`src/rtl/smt_pkg.sv`:
```
package smt_pkg;
  localparam int DATA_W   = 32;
  localparam int ADDR_W   = 6;
  localparam int NCH      = 6;
  localparam int WD_CH    = NCH - 1;
  localparam int WD_PULSE = 4;
  localparam int WORD_W   = ADDR_W - 2;

  localparam logic [WORD_W-1:0] W_CNT_LO = 4'h0;
  localparam logic [WORD_W-1:0] W_CNT_HI = 4'h1;
  localparam logic [WORD_W-1:0] W_MATCH0 = 4'h2;
  localparam logic [WORD_W-1:0] W_STAT   = 4'h8;
  localparam logic [WORD_W-1:0] W_IEN    = 4'h9;
  localparam logic [WORD_W-1:0] W_WDEN   = 4'hA;
  localparam logic [WORD_W-1:0] W_DIV    = 4'hB;
  localparam logic [WORD_W-1:0] W_LATCH  = 4'hC;
  localparam logic [WORD_W-1:0] W_LAT_LO = 4'hD;
  localparam logic [WORD_W-1:0] W_LAT_HI = 4'hE;
endpackage

```
`src/rtl/smt_prescaler.sv`:
```
module smt_prescaler #(
  parameter int DW = 32
) (
  input  logic          clk_i,
  input  logic          rst_ni,
  input  logic [DW-1:0] div_i,
  output logic          tick_o
);
  logic [DW:0] pre_q, pre_d, lim;

  assign lim    = {div_i, 1'b1};
  assign tick_o = (pre_q >= lim);

  always_comb begin
    pre_d = tick_o ? '0 : pre_q + 1'b1;
  end

  always_ff @(posedge clk_i or negedge rst_ni) begin
    if (!rst_ni) pre_q <= '0;
    else         pre_q <= pre_d;
  end
endmodule

```
`src/rtl/smt_counter64.sv`:
```
module smt_counter64 #(
  parameter int HW = 32
) (
  input  logic            clk_i,
  input  logic            rst_ni,
  input  logic            tick_i,
  input  logic            wr_lo_i,
  input  logic            wr_hi_i,
  input  logic [HW-1:0]   wdata_i,
  input  logic            latch_i,
  output logic [2*HW-1:0] cnt_o,
  output logic [2*HW-1:0] lat_o,
  output logic            adv_o
);
  logic [2*HW-1:0] cnt_q, cnt_d, lat_q, lat_d;

  assign adv_o = tick_i & ~(wr_lo_i | wr_hi_i);

  always_comb begin
    cnt_d = cnt_q;
    if (adv_o)   cnt_d = cnt_q + 1'b1;
    if (wr_lo_i) cnt_d[HW-1:0] = wdata_i;
    if (wr_hi_i) cnt_d[2*HW-1:HW] = wdata_i;
    lat_d = latch_i ? cnt_q : lat_q;
  end

  always_ff @(posedge clk_i or negedge rst_ni) begin
    if (!rst_ni) begin
      cnt_q <= '0;
      lat_q <= '0;
    end else begin
      cnt_q <= cnt_d;
      lat_q <= lat_d;
    end
  end

  assign cnt_o = cnt_q;
  assign lat_o = lat_q;
endmodule

```
`src/rtl/smt_match_bank.sv`:
```
module smt_match_bank #(
  parameter int NCH = 6,
  parameter int DW  = 32
) (
  input  logic                    clk_i,
  input  logic                    rst_ni,
  input  logic                    adv_i,
  input  logic [DW-1:0]           cnt_lo_i,
  input  logic [NCH-1:0]          wr_en_i,
  input  logic [DW-1:0]           wdata_i,
  input  logic [NCH-1:0]          clr_i,
  output logic [NCH-1:0][DW-1:0]  match_o,
  output logic [NCH-1:0]          status_o,
  output logic                    last_hit_o
);
  logic [DW-1:0]  next_lo;
  logic [NCH-1:0] hit, status_q, status_d;

  assign next_lo = cnt_lo_i + 1'b1;

  for (genvar ch = 0; ch < NCH; ch++) begin : g_ch
    logic [DW-1:0] m_q, m_d;
    always_comb m_d = wr_en_i[ch] ? wdata_i : m_q;
    always_ff @(posedge clk_i or negedge rst_ni) begin
      if (!rst_ni) m_q <= '0;
      else         m_q <= m_d;
    end
    assign hit[ch]     = adv_i & (next_lo == m_q);
    assign match_o[ch] = m_q;
  end

  // a new hit wins over a clear on the same edge
  always_comb status_d = (status_q & ~clr_i) | hit;

  always_ff @(posedge clk_i or negedge rst_ni) begin
    if (!rst_ni) status_q <= '0;
    else         status_q <= status_d;
  end

  assign status_o   = status_q;
  assign last_hit_o = hit[NCH-1];
endmodule

```
`src/rtl/smt_wdog_pulse.sv`:
```
module smt_wdog_pulse #(
  parameter int LEN = 4
) (
  input  logic clk_i,
  input  logic rst_ni,
  input  logic fire_i,
  output logic rst_req_o
);
  localparam int CW = $clog2(LEN + 1);
  logic [CW-1:0] cnt_q, cnt_d;

  always_comb begin
    if (fire_i)           cnt_d = CW'(LEN);
    else if (cnt_q != '0) cnt_d = cnt_q - 1'b1;
    else                  cnt_d = cnt_q;
  end

  always_ff @(posedge clk_i or negedge rst_ni) begin
    if (!rst_ni) cnt_q <= '0;
    else         cnt_q <= cnt_d;
  end

  assign rst_req_o = (cnt_q != '0);
endmodule

```
`src/rtl/smt_timer.sv`:
```
module smt_timer
  import smt_pkg::*;
(
  input  logic              clk_i,
  input  logic              rst_ni,
  input  logic              bus_wr_i,
  input  logic              bus_rd_i,
  input  logic [ADDR_W-1:0] bus_addr_i,
  input  logic [DATA_W-1:0] bus_wdata_i,
  output logic [DATA_W-1:0] bus_rdata_o,
  output logic              irq_o,
  output logic              wdog_rst_o
);
  logic [1:0] rsync_q;
  logic       rst_n;

  always_ff @(posedge clk_i or negedge rst_ni) begin
    if (!rst_ni) rsync_q <= '0;
    else         rsync_q <= {rsync_q[0], 1'b1};
  end
  assign rst_n = rsync_q[1];

  logic [WORD_W-1:0] word;
  logic              aligned, wr_ok;
  assign word    = bus_addr_i[ADDR_W-1:2];
  assign aligned = (bus_addr_i[1:0] == 2'b00);
  assign wr_ok   = bus_wr_i & aligned;

  logic wr_lo, wr_hi, latch_cmd;
  logic [NCH-1:0] match_we, clr;
  assign wr_lo     = wr_ok && (word == W_CNT_LO);
  assign wr_hi     = wr_ok && (word == W_CNT_HI);
  assign latch_cmd = wr_ok && (word == W_LATCH) && bus_wdata_i[0];
  assign clr       = (wr_ok && (word == W_STAT)) ? bus_wdata_i[NCH-1:0] : '0;

  for (genvar ch = 0; ch < NCH; ch++) begin : g_mwe
    assign match_we[ch] = wr_ok && (word == W_MATCH0 + WORD_W'(ch));
  end

  logic [NCH-1:0]    ien_q, ien_d;
  logic              wden_q, wden_d;
  logic [DATA_W-1:0] div_q, div_d;

  always_comb begin
    ien_d  = (wr_ok && word == W_IEN)  ? bus_wdata_i[NCH-1:0] : ien_q;
    wden_d = (wr_ok && word == W_WDEN) ? bus_wdata_i[0]       : wden_q;
    div_d  = (wr_ok && word == W_DIV)  ? bus_wdata_i          : div_q;
  end

  always_ff @(posedge clk_i or negedge rst_n) begin
    if (!rst_n) begin
      ien_q  <= '0;
      wden_q <= 1'b0;
      div_q  <= '0;
    end else begin
      ien_q  <= ien_d;
      wden_q <= wden_d;
      div_q  <= div_d;
    end
  end

  logic                     tick, adv, last_hit;
  logic [2*DATA_W-1:0]      cnt, lat;
  logic [NCH-1:0][DATA_W-1:0] match;
  logic [NCH-1:0]           status;

  smt_prescaler #(.DW(DATA_W)) u_pre (
    .clk_i(clk_i), .rst_ni(rst_n), .div_i(div_q), .tick_o(tick)
  );

  smt_counter64 #(.HW(DATA_W)) u_cnt (
    .clk_i(clk_i), .rst_ni(rst_n), .tick_i(tick), .wr_lo_i(wr_lo),
    .wr_hi_i(wr_hi), .wdata_i(bus_wdata_i), .latch_i(latch_cmd),
    .cnt_o(cnt), .lat_o(lat), .adv_o(adv)
  );

  smt_match_bank #(.NCH(NCH), .DW(DATA_W)) u_mb (
    .clk_i(clk_i), .rst_ni(rst_n), .adv_i(adv), .cnt_lo_i(cnt[DATA_W-1:0]),
    .wr_en_i(match_we), .wdata_i(bus_wdata_i), .clr_i(clr),
    .match_o(match), .status_o(status), .last_hit_o(last_hit)
  );

  smt_wdog_pulse #(.LEN(WD_PULSE)) u_wd (
    .clk_i(clk_i), .rst_ni(rst_n), .fire_i(last_hit & wden_q),
    .rst_req_o(wdog_rst_o)
  );

  assign irq_o = |(status & ien_q);

  always_comb begin
    bus_rdata_o = '0;
    if (bus_rd_i && aligned) begin
      case (word)
        W_CNT_LO: bus_rdata_o = cnt[DATA_W-1:0];
        W_CNT_HI: bus_rdata_o = cnt[2*DATA_W-1:DATA_W];
        W_STAT:   bus_rdata_o = DATA_W'(status);
        W_IEN:    bus_rdata_o = DATA_W'(ien_q);
        W_WDEN:   bus_rdata_o = DATA_W'(wden_q);
        W_DIV:    bus_rdata_o = div_q;
        W_LAT_LO: bus_rdata_o = lat[DATA_W-1:0];
        W_LAT_HI: bus_rdata_o = lat[2*DATA_W-1:DATA_W];
        default: begin
          for (int ch = 0; ch < NCH; ch++)
            if (word == W_MATCH0 + WORD_W'(ch)) bus_rdata_o = match[ch];
        end
      endcase
    end
  end
endmodule

```
`config.mk`:
```
export PLATFORM = sky130hd
export DESIGN_NAME = smt_timer
export DESIGN_NICKNAME = d
export VERILOG_FILES = /design/src/rtl/smt_pkg.sv /design/src/rtl/smt_prescaler.sv /design/src/rtl/smt_counter64.sv /design/src/rtl/smt_match_bank.sv /design/src/rtl/smt_wdog_pulse.sv /design/src/rtl/smt_timer.sv
export SDC_FILE = /design/constraint.sdc
export NUM_CORES = 1
export LEC_CHECK = 0
export BUFFER_PORTS_ARGS = -buffer_cell sky130_fd_sc_hd__buf_2
export CAP_MARGIN = 10
export CORE_MARGIN = 2
export CORE_UTILIZATION = 50
export DETAILED_ROUTE_END_ITERATION = 7
export PLACE_DENSITY = 0.66
export SLEW_MARGIN = 15
export SYNTH_ARGS = -nofsm -noshare
export SYNTH_HDL_FRONTEND = slang
export SYNTH_HIERARCHICAL = 1
export SYNTH_SLANG_ARGS = --single-unit
```
`constraint.sdc`:
```
create_clock -name clk_i -period 20.2 [get_ports clk_i]
set_clock_uncertainty 0.05 [all_clocks]
set_input_delay 2.02 -clock clk_i [delete_from_list [all_inputs] [get_ports clk_i]]
set_output_delay 2.02 -clock clk_i [all_outputs]
set_load 0.01 [all_outputs]
```
# Word-level counts from Yosys, hierarchy flattened
# Index checks and enable logic that the tools add are counted.
dict set report word_totals {
  elab_cells 93
  regBits 403
  inputBits 42
}
dict set report classes {
  addsub 4
  n_mux 15
  eq_ne 20
  order_cmp 1
  reduce_logical 22
  n_bitwise 15
}
# op n
set op_table {}
lappend op_table {{2-to-1 mux 32 bit} 9}
lappend op_table {{one-hot mux 32 bit (8 select lines)} 1}
lappend op_table {{== test 32 bit} 6}
lappend op_table {{adder 64 x 1 -> 64 bit (second input constant)} 1}
lappend op_table {{2-to-1 mux 64 bit} 1}
lappend op_table {{adder 33 x 1 -> 33 bit (second input constant)} 1}
lappend op_table {{>= comparator 33 bit} 1}
lappend op_table {{2-to-1 mux 33 bit} 1}
lappend op_table {{adder 32 x 1 -> 32 bit (second input constant)} 1}
lappend op_table {{== test 4 bit (second input constant)} 7}
lappend op_table {{== test 4 x 3 -> 1 bit (second input constant)} 4}
lappend op_table {{logical AND 1 bit} 15}
lappend op_table {{bitwise AND 6 bit} 2}
lappend op_table {{bitwise AND 1 bit} 9}
lappend op_table {{== test 4 x 2 -> 1 bit (second input constant)} 2}
lappend op_table {{2-to-1 mux 3 bit} 2}
lappend op_table {{2-to-1 mux 6 bit} 1}
lappend op_table {{NOT 6 bit} 1}
lappend op_table {{bitwise OR 6 bit} 1}
lappend op_table {{nonzero test 2 bit} 3}
lappend op_table {{OR reduction 6 bit} 1}
lappend op_table {{== test 4 x 1 -> 1 bit (second input constant)} 1}
lappend op_table {{zero test 4 bit} 1}
lappend op_table {{nonzero test 3 bit} 1}
lappend op_table {{other kinds (4)} 4}

# Logic depth before layout (Yosys ltp)
# Gate-level depths: netlist of the first run.
dict set report logic_depth {
  depth_word 9
  mapped_depth 21
  depth_no_buf 19
}

# By module
# The synthesis of the first run kept the hierarchy.
# module cells_each area_each_um2 instances
set modules_own_cells {}
lappend modules_own_cells {smt_match_bank 1251 12829.8 1}
lappend modules_own_cells {smt_counter64 613 6393.6 1}
lappend modules_own_cells {smt_timer 598 5282.6 1}
lappend modules_own_cells {smt_prescaler 268 2655.0 1}
lappend modules_own_cells {smt_wdog_pulse 16 177.7 1}

# Worst setup path after synthesis of the first run
# Ideal clock, no wire load.
dict set report synth_path {
  kind {input to register}
  startpoint {in bus_addr_i[4]}
  endpoint {reg u_wd.cnt_q[0]}
  slack_ns 14.609
  setup_ns 0.125
  t_required_ns 20.025
  arrival_time_ns 5.416
  stages 19
  cell_sequence {buf_6 -> buf_6 -> nor3_4 -> buf_2 -> and2_1 -> or3b_1 -> clkbuf_1 -> inv_1 -> clkbuf_1 -> o2111ai_1 -> a21oi_1 -> o2111ai_1 -> a2111oi_0 -> and4_1 -> nand4_1 -> nor2_1 -> and2_1 -> and2b_1 -> mux2_2}
}
dict set report synth_between {
  elab_chain_cells 8
  word_cells_on_any_way 11
  cone_classes {eq/ne: 1; mux: 1; bitwise: 5; reduce/logical: 4}
}
# element line_no
set synth_lines {}
lappend synth_lines {{start, declared} smt_timer.sv:8} ;# input logic [ADDR_W-1:0] bus_addr_i,
lappend synth_lines {{== test 4 x 1 -> 1 bit (*)} smt_timer.sv:32} ;# assign wr_hi = wr_ok && (word == W_CNT_HI);
lappend synth_lines {{logical AND 1 bit (*)} smt_timer.sv:32}
lappend synth_lines {{named net wr_hi} smt_timer.sv:29} ;# logic wr_lo, wr_hi, latch_cmd;
lappend synth_lines {{bitwise OR 1 bit (*)} smt_counter64.sv:17} ;# assign adv_o = tick_i & ~(wr_lo_i | wr_hi_i);
lappend synth_lines {{NOT 1 bit (*)} smt_counter64.sv:17}
lappend synth_lines {{bitwise AND 1 bit (*)} smt_counter64.sv:17}
lappend synth_lines {{named net adv} smt_timer.sv:62} ;# logic tick, adv, last_hit;
lappend synth_lines {{bitwise AND 1 bit (*)} smt_match_bank.sv:28} ;# assign hit[ch] = adv_i & (next_lo == m_q);
lappend synth_lines {{named net last_hit} smt_timer.sv:62}
lappend synth_lines {{bitwise AND 1 bit (*)} smt_timer.sv:84} ;# .clk_i(clk_i), .rst_ni(rst_n), .fire_i(last_hit & wden_q),
lappend synth_lines {{2-to-1 mux 3 bit / nonzero test 2 bit (equally long branches)} -}
lappend synth_lines {{end signal, assigned} smt_wdog_pulse.sv:20} ;# else cnt_q <= cnt_d;
lappend synth_lines {{end, declared} smt_wdog_pulse.sv:10} ;# logic [CW-1:0] cnt_q, cnt_d;
# The timed path passes the listed nets; every way through them passes the cells marked *.
# A chain may end at the register's enable or synchronous reset.

# Final worst setup path of the first run
dict set report layout_path {
  startpoint {in bus_addr_i[2]}
  endpoint {reg u_wd.cnt_q[0]}
}
dict set report layout_between {
  elab_chain_cells 8
  word_cells_on_any_way 11
  cone_classes {eq/ne: 1; mux: 1; bitwise: 5; reduce/logical: 4}
}
# element line_no
set layout_lines {}
lappend layout_lines {{zero test 4 bit (*)} smt_timer.sv:31} ;# assign wr_lo = wr_ok && (word == W_CNT_LO);
lappend layout_lines {{logical AND 1 bit (*)} smt_timer.sv:31}
lappend layout_lines {{named net wr_lo} smt_timer.sv:29}
lappend layout_lines {{bitwise OR 1 bit (*)} smt_counter64.sv:17}
lappend layout_lines {{NOT 1 bit (*)} smt_counter64.sv:17}
lappend layout_lines {{bitwise AND 1 bit (*)} smt_counter64.sv:17}
lappend layout_lines {{named net adv} smt_timer.sv:62}
lappend layout_lines {{bitwise AND 1 bit (*)} smt_match_bank.sv:28}
lappend layout_lines {{named net last_hit} smt_timer.sv:62}
lappend layout_lines {{bitwise AND 1 bit (*)} smt_timer.sv:84}
lappend layout_lines {{2-to-1 mux 3 bit / nonzero test 2 bit (equally long branches)} -}
# Marks and branches as above.

==> out/qor.csv, run 1 <==
metric,value,unit
status,finished with violations,
violations,design-rule violations,
finalNonFillerCells,3467,
synth_fp_nets,2825,
ys.flop_type,dfrtp_1,
synth_cell_type_count,114,
fillers,4773,
swShare,38.22,%
vdd_drop_max,0.06549,mV
relSlewSlack,6.667,%
clkLatencyLatePin,0.62,ns
grt-ovfl-total,0,
die-area,56560,sq um
synthCells,2746,
r2r_slack,13.81,ns
drv_cap,0,
cts_resized,0,
endpoint_kind,flop,
grt_pass1_wl,164400,microns
synth_edf_count,0,
avgSynthCellArea,9.956,sq um
worstMarginPinSlew,1.387,ns
setup_tns,0,ns
die_h,237.8,microns
multiInputGateArea,15960,sq um
yosysWarnings,6,
core_area,53920,sq um
area_growth,8.682,%
io_buffers,75,
min_path_type,reg -> async,
slew_viol_final,0,
place_inst,3383,
grt_usage,39.50,%
cts-root-buf,clkbuf_16,
vias,24776,
setup_violations,0,
rr_worst_depth,19,
die_w,237.8,microns
fin_crit_sh,36.33,%
rows,85,
pin_count,76,
start_util,50.70,%
pwr_density_cell,95.60,nW/um^2
synth_top_area_cell,dfrtp_1,
cts_setup_buffers,0,
cp.required,20.66,ns
synth_area_leaders,"dfrtp_1, mux2_2, xnor2_1",
clock_power_share,32.0,%
grt_max_degree,160,
clk_pin_slew,0.07,ns
worstSetupStartpointType,input port,
ctsHoldBuffers,0,
cts_inserted_buffers,47,
cts_tree,done,
wl_per_cell,32.50,microns
fin_crit,7.339,ns
drcViolationCount,4,
routabilityCongestion,1.069,
register_area,10090,sq um
synth_common_cells,"dfrtp_1, mux2_2, nand2_1",
clock_path_buffers,3,
p_comb_share,29.8,%
drt_wl_total,112700,microns
initialDrtViolationCount,3381,
netlist.area_leader.share,36.89,%
startpoint,bus_addr_i[2],
seq_power_share,38.2,%
power_switching,1.085,mW
syn-cell-area,27340,sq um
synth-async-reset-ratio,100.0,%
yosysMostFrequentCell,dfrtp_1,
setup_ws,12.86,ns
p_int,1.755,mW
first_pass_iters,8,
final_layout_size_suffix_gt1_share,23.22,%
synth-seq-cells,403,
rsz0062_at_grt,false,
leakagePower,12.68,nW
reg2reg_to,u_wd/cnt_q[0],
path_class,in -> reg,
final_core_util,55.10,%
clock-sinks,403,
rr_startpoint,div_q[31],
place_hpwl,79580,microns
nNetsFinal,2815,
dp_slack,12.34,ns
h-tree-depth,2,
ys_seq_area_share,36.89,%
crit_arrival,7.80,ns
max_freq,136.3,MHz
grt_pass1_vias,23762,
antenna_found_initial,5,
vias_per_cell,7.146,
hold_viol_final,0,
worstPathMaxFanout,57,
postRouteAntennaNets,0,
==> kinds of logic (layout without fill, tap and decap cells) <==
group                    count (synthesis)  in the layout  synth area share (%)
XOR/XNOR                               233            233                 7.744
flip-flops                             403            403                 36.89
AO/OA/AOI/OAI                          636            636                 16.75
adder cells (fa/ha/maj)                 37             37                 1.693
multiplexers                           337            337                 14.07
AND/OR/NAND/NOR                        825            825                 17.84
other                                    1              3               0.01372
buffers and inverters                  274            297                 5.007
==> worst max-delay path by stage <==
| stage | to | slack, ns | cells past startpoint |
|---|---|---|---|
| after global routing | u_wd/cnt_q[0] | 12.58 | 18 |
| final | u_wd/cnt_q[0] | 12.86 | 18 |
| after floorplan | div_q[0] | 8.09 | 0 |
| after global placement | u_wd/cnt_q[0] | 12.40 | 18 |
| after CTS | u_wd/cnt_q[0] | 12.97 | 18 |
| after detailed placement | u_wd/cnt_q[0] | 12.34 | 18 |
==> final cells by class <==
class	count	share of cell area, %
Antenna cell	2	0.01684
Clock buffer	60	4.430
Clock inverter	22	1.015
Inverter	73	0.9222
Multi-Input combinational cell	2069	53.72
Sequential cell	403	33.95
Tap cell	696	2.931
Timing Repair Buffer	142	3.007
==> power by group through the flow <==
stage                     registers (mW)  logic, mW  clock network [mW]
final                               1.08      0.846               0.910
after global placement              1.09      0.804                   0
after global routing                1.09      0.879               0.952
after detailed placement            1.09      0.810                   0
after CTS                           1.08      0.814               0.923
after floorplan                     1.04      0.528                   0
==> registers in the layout, indices dropped and copies added (netlist names) <==
| name | cells |
|---|---|
| u_mb/status_o | 6 |
| rsync_q | 2 |
| u_mb/g_ch.m_q | 192 |
| u_cnt/lat_o | 64 |
| ien_q | 6 |
| u_pre/pre_q | 33 |
| wden_q | 1 |
| u_cnt/cnt_o | 64 |
| u_wd/cnt_q | 3 |
| div_q | 32 |
==> metal layers <==
metal  vias to the layer above  global-route usage [%]  share of wire, %
li1                      10332                       -                 -
met1                     12424                   52.39                39
met2                      1641                   60.63                44
met3                       377                   7.751                10
met4                         2                   22.32               6.7
met5                         -                       0            0.0080
==> critical path, cell delays in order <==
cell and delay [ns]:
buf_2 0.08, buf_4 0.64, or2_1 0.47, nor3_4 0.05, buf_4 0.27, and2_2 0.53, or3b_1 0.82, inv_1 0.72
o2111ai_1 0.22, a21oi_1 0.16, o2111ai_1 0.13, a2111oi_0 0.35, and4_1 0.25, nand4_1 0.11, nor2_1 0.25, and2_1 0.22
and2b_1 0.20, mux2_2 0.25
==> stage by stage <==
step	hold WS (ns)	area [sq um]	power, mW
2_1_floorplan	0.2812	27340	1.565
3_3_place_gp	0.2612	28080	1.892
3_5_place_dp	0.2616	28080	1.901
4_1_cts	0.2693	29700	2.814
5_1_grt	0.2927	29710	2.925
6_report	0.2530	29710	2.840
==> cells in the final DEF, fill, tap and decap left out, drive strengths merged, types with 30 or more instances in the layout <==
cell | Yosys | routed
nand4 | 84 | 84
xnor2 | 131 | 131
a22oi | 45 | 45
clkbuf | 89 | 60
inv | 73 | 77
nor4 | 48 | 48
ha | 37 | 37
nand2 | 175 | 175
dfrtp | 403 | 403
mux2 | 298 | 298
nor2 | 127 | 127
a21o | 30 | 30
a221oi | 60 | 60
xor2 | 97 | 97
nand3 | 104 | 104
o21ai | 149 | 149
buf | 112 | 142
nor3 | 87 | 87
mux2i | 39 | 39
a21oi | 91 | 91
(Power assumes the default switching activity.)
==> run 2, diff against run 1 <==
==> constraint.sdc (replaced) <==
create_clock -name clk_i -period 7.1 [get_ports clk_i]
set_clock_uncertainty 0.05 [all_clocks]
set_input_delay 0.71 -clock clk_i [delete_from_list [all_inputs] [get_ports clk_i]]
set_output_delay 0.71 -clock clk_i [all_outputs]
set_load 0.01 [all_outputs]
==> out/qor.csv, run 2 (same netlist as run 1, synthesis figures left out) <==
metric,value,unit,change
fin_crit_sh,74.15,%,
startpoint,u_pre/pre_q[9],,was bus_addr_i[2]
crit_arrival,5.71,ns,was 7.80 ns
crit_chain,ha_1 -> nand4_1 -> nor3_1 -> o21ai_0 -> a31oi_4 -> or2_2 -> or3b_1 -> inv_1 -> o2111ai_1 -> a21oi_1 -> o2111ai_1 -> a2111oi_0 -> and4_1 -> nand4_1 -> nor2_1 -> and2_1 -> and2b_1 -> mux2_2,,was buf_2 -> buf_4 -> or2_1 -> nor3_4 -> buf_4 -> and2_2 -> or3b_1 -> inv_1 -> o2111ai_1 -> a21oi_1 -> o2111ai_1 -> a2111oi_0 -> and4_1 -> nand4_1 -> nor2_1 -> and2_1 -> and2b_1 -> mux2_2
crit_end,u_wd/cnt_q[0],,unchanged
register_area,10090,sq um,unchanged
routabilityCongestion,1.061,,was 1.069
grt-ovfl-total,0,,unchanged
die_h,237.8,microns,unchanged
setup_ws,1.836,ns,was 12.86 ns
min_path_type,reg -> reg,,was reg -> async
layout_commonest_cell,dfrtp_1,,unchanged
max_stage_delay,0.51,ns,was 0.82 ns
cp.required,7.55,ns,was 20.66 ns
antenna_found_initial,8,,was 5
multiInputGateArea,15960,sq um,unchanged
grt_pass1_wl,165900,microns,was 164400 microns
largest-register,u_mb/g_ch.m_q,,unchanged
final_layout_size_suffix_gt1_share,23.49,%,was 23.22%
cp_slowest_cell,inv_1,,was or3b_1
area_growth,8.979,%,was 8.682%
clkLatencyLatePin,0.62,ns,about the same
grt_usage,39.93,%,was 39.50%
initialDrtViolationCount,3308,,was 3381
fillers,4839,,was 4773
clock_path_buffers,3,,unchanged
antenna_cells,0,,was 2
cts-root-buf,clkbuf_16,,unchanged
setup_violations,0,,unchanged
cts_tree,done,,unchanged
drv_cap,0,,unchanged
worstSetupStartpointType,flop,,was input port
vias,24483,,was 24776
clock-sinks,403,,unchanged
grt_max_degree,161,,was 160
largest_reg_flops,192,,unchanged
reg2reg_to,u_wd/cnt_q[0],,unchanged
hold_viol_final,0,,unchanged
clk_pin_slew,0.06,ns,was 0.07 ns
h-tree-depth,2,,unchanged
rr_worst_depth,18,,was 19
r2r_slack,1.84,ns,was 13.81 ns
final_core_util,55.25,%,was 55.10%
io_buffers,75,,unchanged
grt_pass1_vias,23623,,was 23762
setup_tns,0,ns,unchanged
rsz0062_at_grt,false,,unchanged
pin_count,76,,unchanged
fin_crit,5.264,ns,
final_cell_mix,"dfrtp_1, mux2_2, nand2_1",,unchanged
worstMarginPinSlew,1.253,ns,was 1.387 ns
worstPathMaxFanout,18,,was 57
nNetsFinal,2823,,was 2815
rr_startpoint,u_pre/pre_q[9],,was div_q[31]
vias_per_cell,7.052,,was 7.146
vdd_drop_max,0.1738,mV,was 0.06549 mV
pwr_density_cell,270.6,nW/um^2,was 95.60 nW/um^2
rows,85,,unchanged
drt_wl_total,114000,microns,was 112700 microns
path_class,reg -> reg,,was in -> reg
status,finished with violations,,unchanged
place_hpwl,81890,microns,was 79580 microns
start_util,50.70,%,unchanged
die-area,56560,sq um,unchanged
postRouteAntennaNets,0,,unchanged
die_w,237.8,microns,unchanged
drcViolationCount,1,,was 4
slew_viol_final,0,,unchanged
cts_inserted_buffers,47,,unchanged
relSlewSlack,15.90,%,was 6.667%
leakagePower,12.72,nW,was 12.68 nW
dp_slack,1.734,ns,was 12.34 ns
max_freq,190.0,MHz,
whs,0.3007,ns,was 0.2530 ns
violations,design-rule violations,,unchanged
first_pass_iters,8,,unchanged
endpoint_kind,flop,,unchanged
core_area,53920,sq um,unchanged
wl_per_cell,32.83,microns,was 32.50 microns
==> run 2: worst min path at each step <==
stage | from | end | slack (ns) | cells after the start
floorplan | rsync_q[0] | rsync_q[1] | 0.28 | 0
global placement | rsync_q[0] | rsync_q[1] | 0.29 | 0
detailed placement | rsync_q[0] | rsync_q[1] | 0.29 | 0
CTS | rsync_q[0] | rsync_q[1] | 0.30 | 0
global route | rsync_q[0] | rsync_q[1] | 0.30 | 0
finish | rsync_q[0] | rsync_q[1] | 0.30 | 0
==> run 2: where the power goes <==
part	leakage (nW)	internal [mW]	switching (mW)	total, mW
registers	5.29	2.59	0.538	3.13
clock network	0.804	1.52	1.06	2.58
logic	6.63	0.890	1.46	2.35
==> run 2: layer usage <==
metal | up-vias | wire length (microns) | GRT usage [%]
met5 | - | 50 | 0
met4 | 8 | 7003 | 20.18
met3 | 353 | 10810 | 7.508
met2 | 1535 | 51070 | 62.52
met1 | 12242 | 45060 | 53.03
li1 | 10345 | - | -
==> run 2: worst max-delay path, delay by kind of cell (launching register included) <==
family                   cells  cell delay (ns)
flip-flops                   1             0.46
buffers and inverters        1             0.51
AO/OA/AOI/OAI                6             1.55
AND/OR/NAND/NOR              9             2.00
multiplexers                 1             0.25
adder cells (fa/ha/maj)      1             0.31
==> run 2: final cells by class <==
cell class	count	area share (%)
clock inverters	16	0.7853
inverters	73	0.9197
multi-input cells	2069	53.58
well taps	696	2.923
repair buffers	150	3.250
flip-flops and latches	403	33.86
clock buffers	65	4.683
==> run 2: stage by stage <==
stage / power (mW) / cells / area, sq um
2_1_floorplan: 4.452 / 2746 / 27340
3_3_place_gp: 5.378 / 3390 / 28150
3_5_place_dp: 5.405 / 3390 / 28150
4_1_cts: 7.991 / 3472 / 29790
5_1_grt: 8.320 / 3472 / 29790
6_report: 8.062 / 3472 / 29790
==> run 2: what timing repair did <==
action / CTS / global route
hold buffers: 1 / 0
endpoints found under the hold margin: 2 / 0
setup buffers: 0 / 0
gates resized for setup: 0 / 0
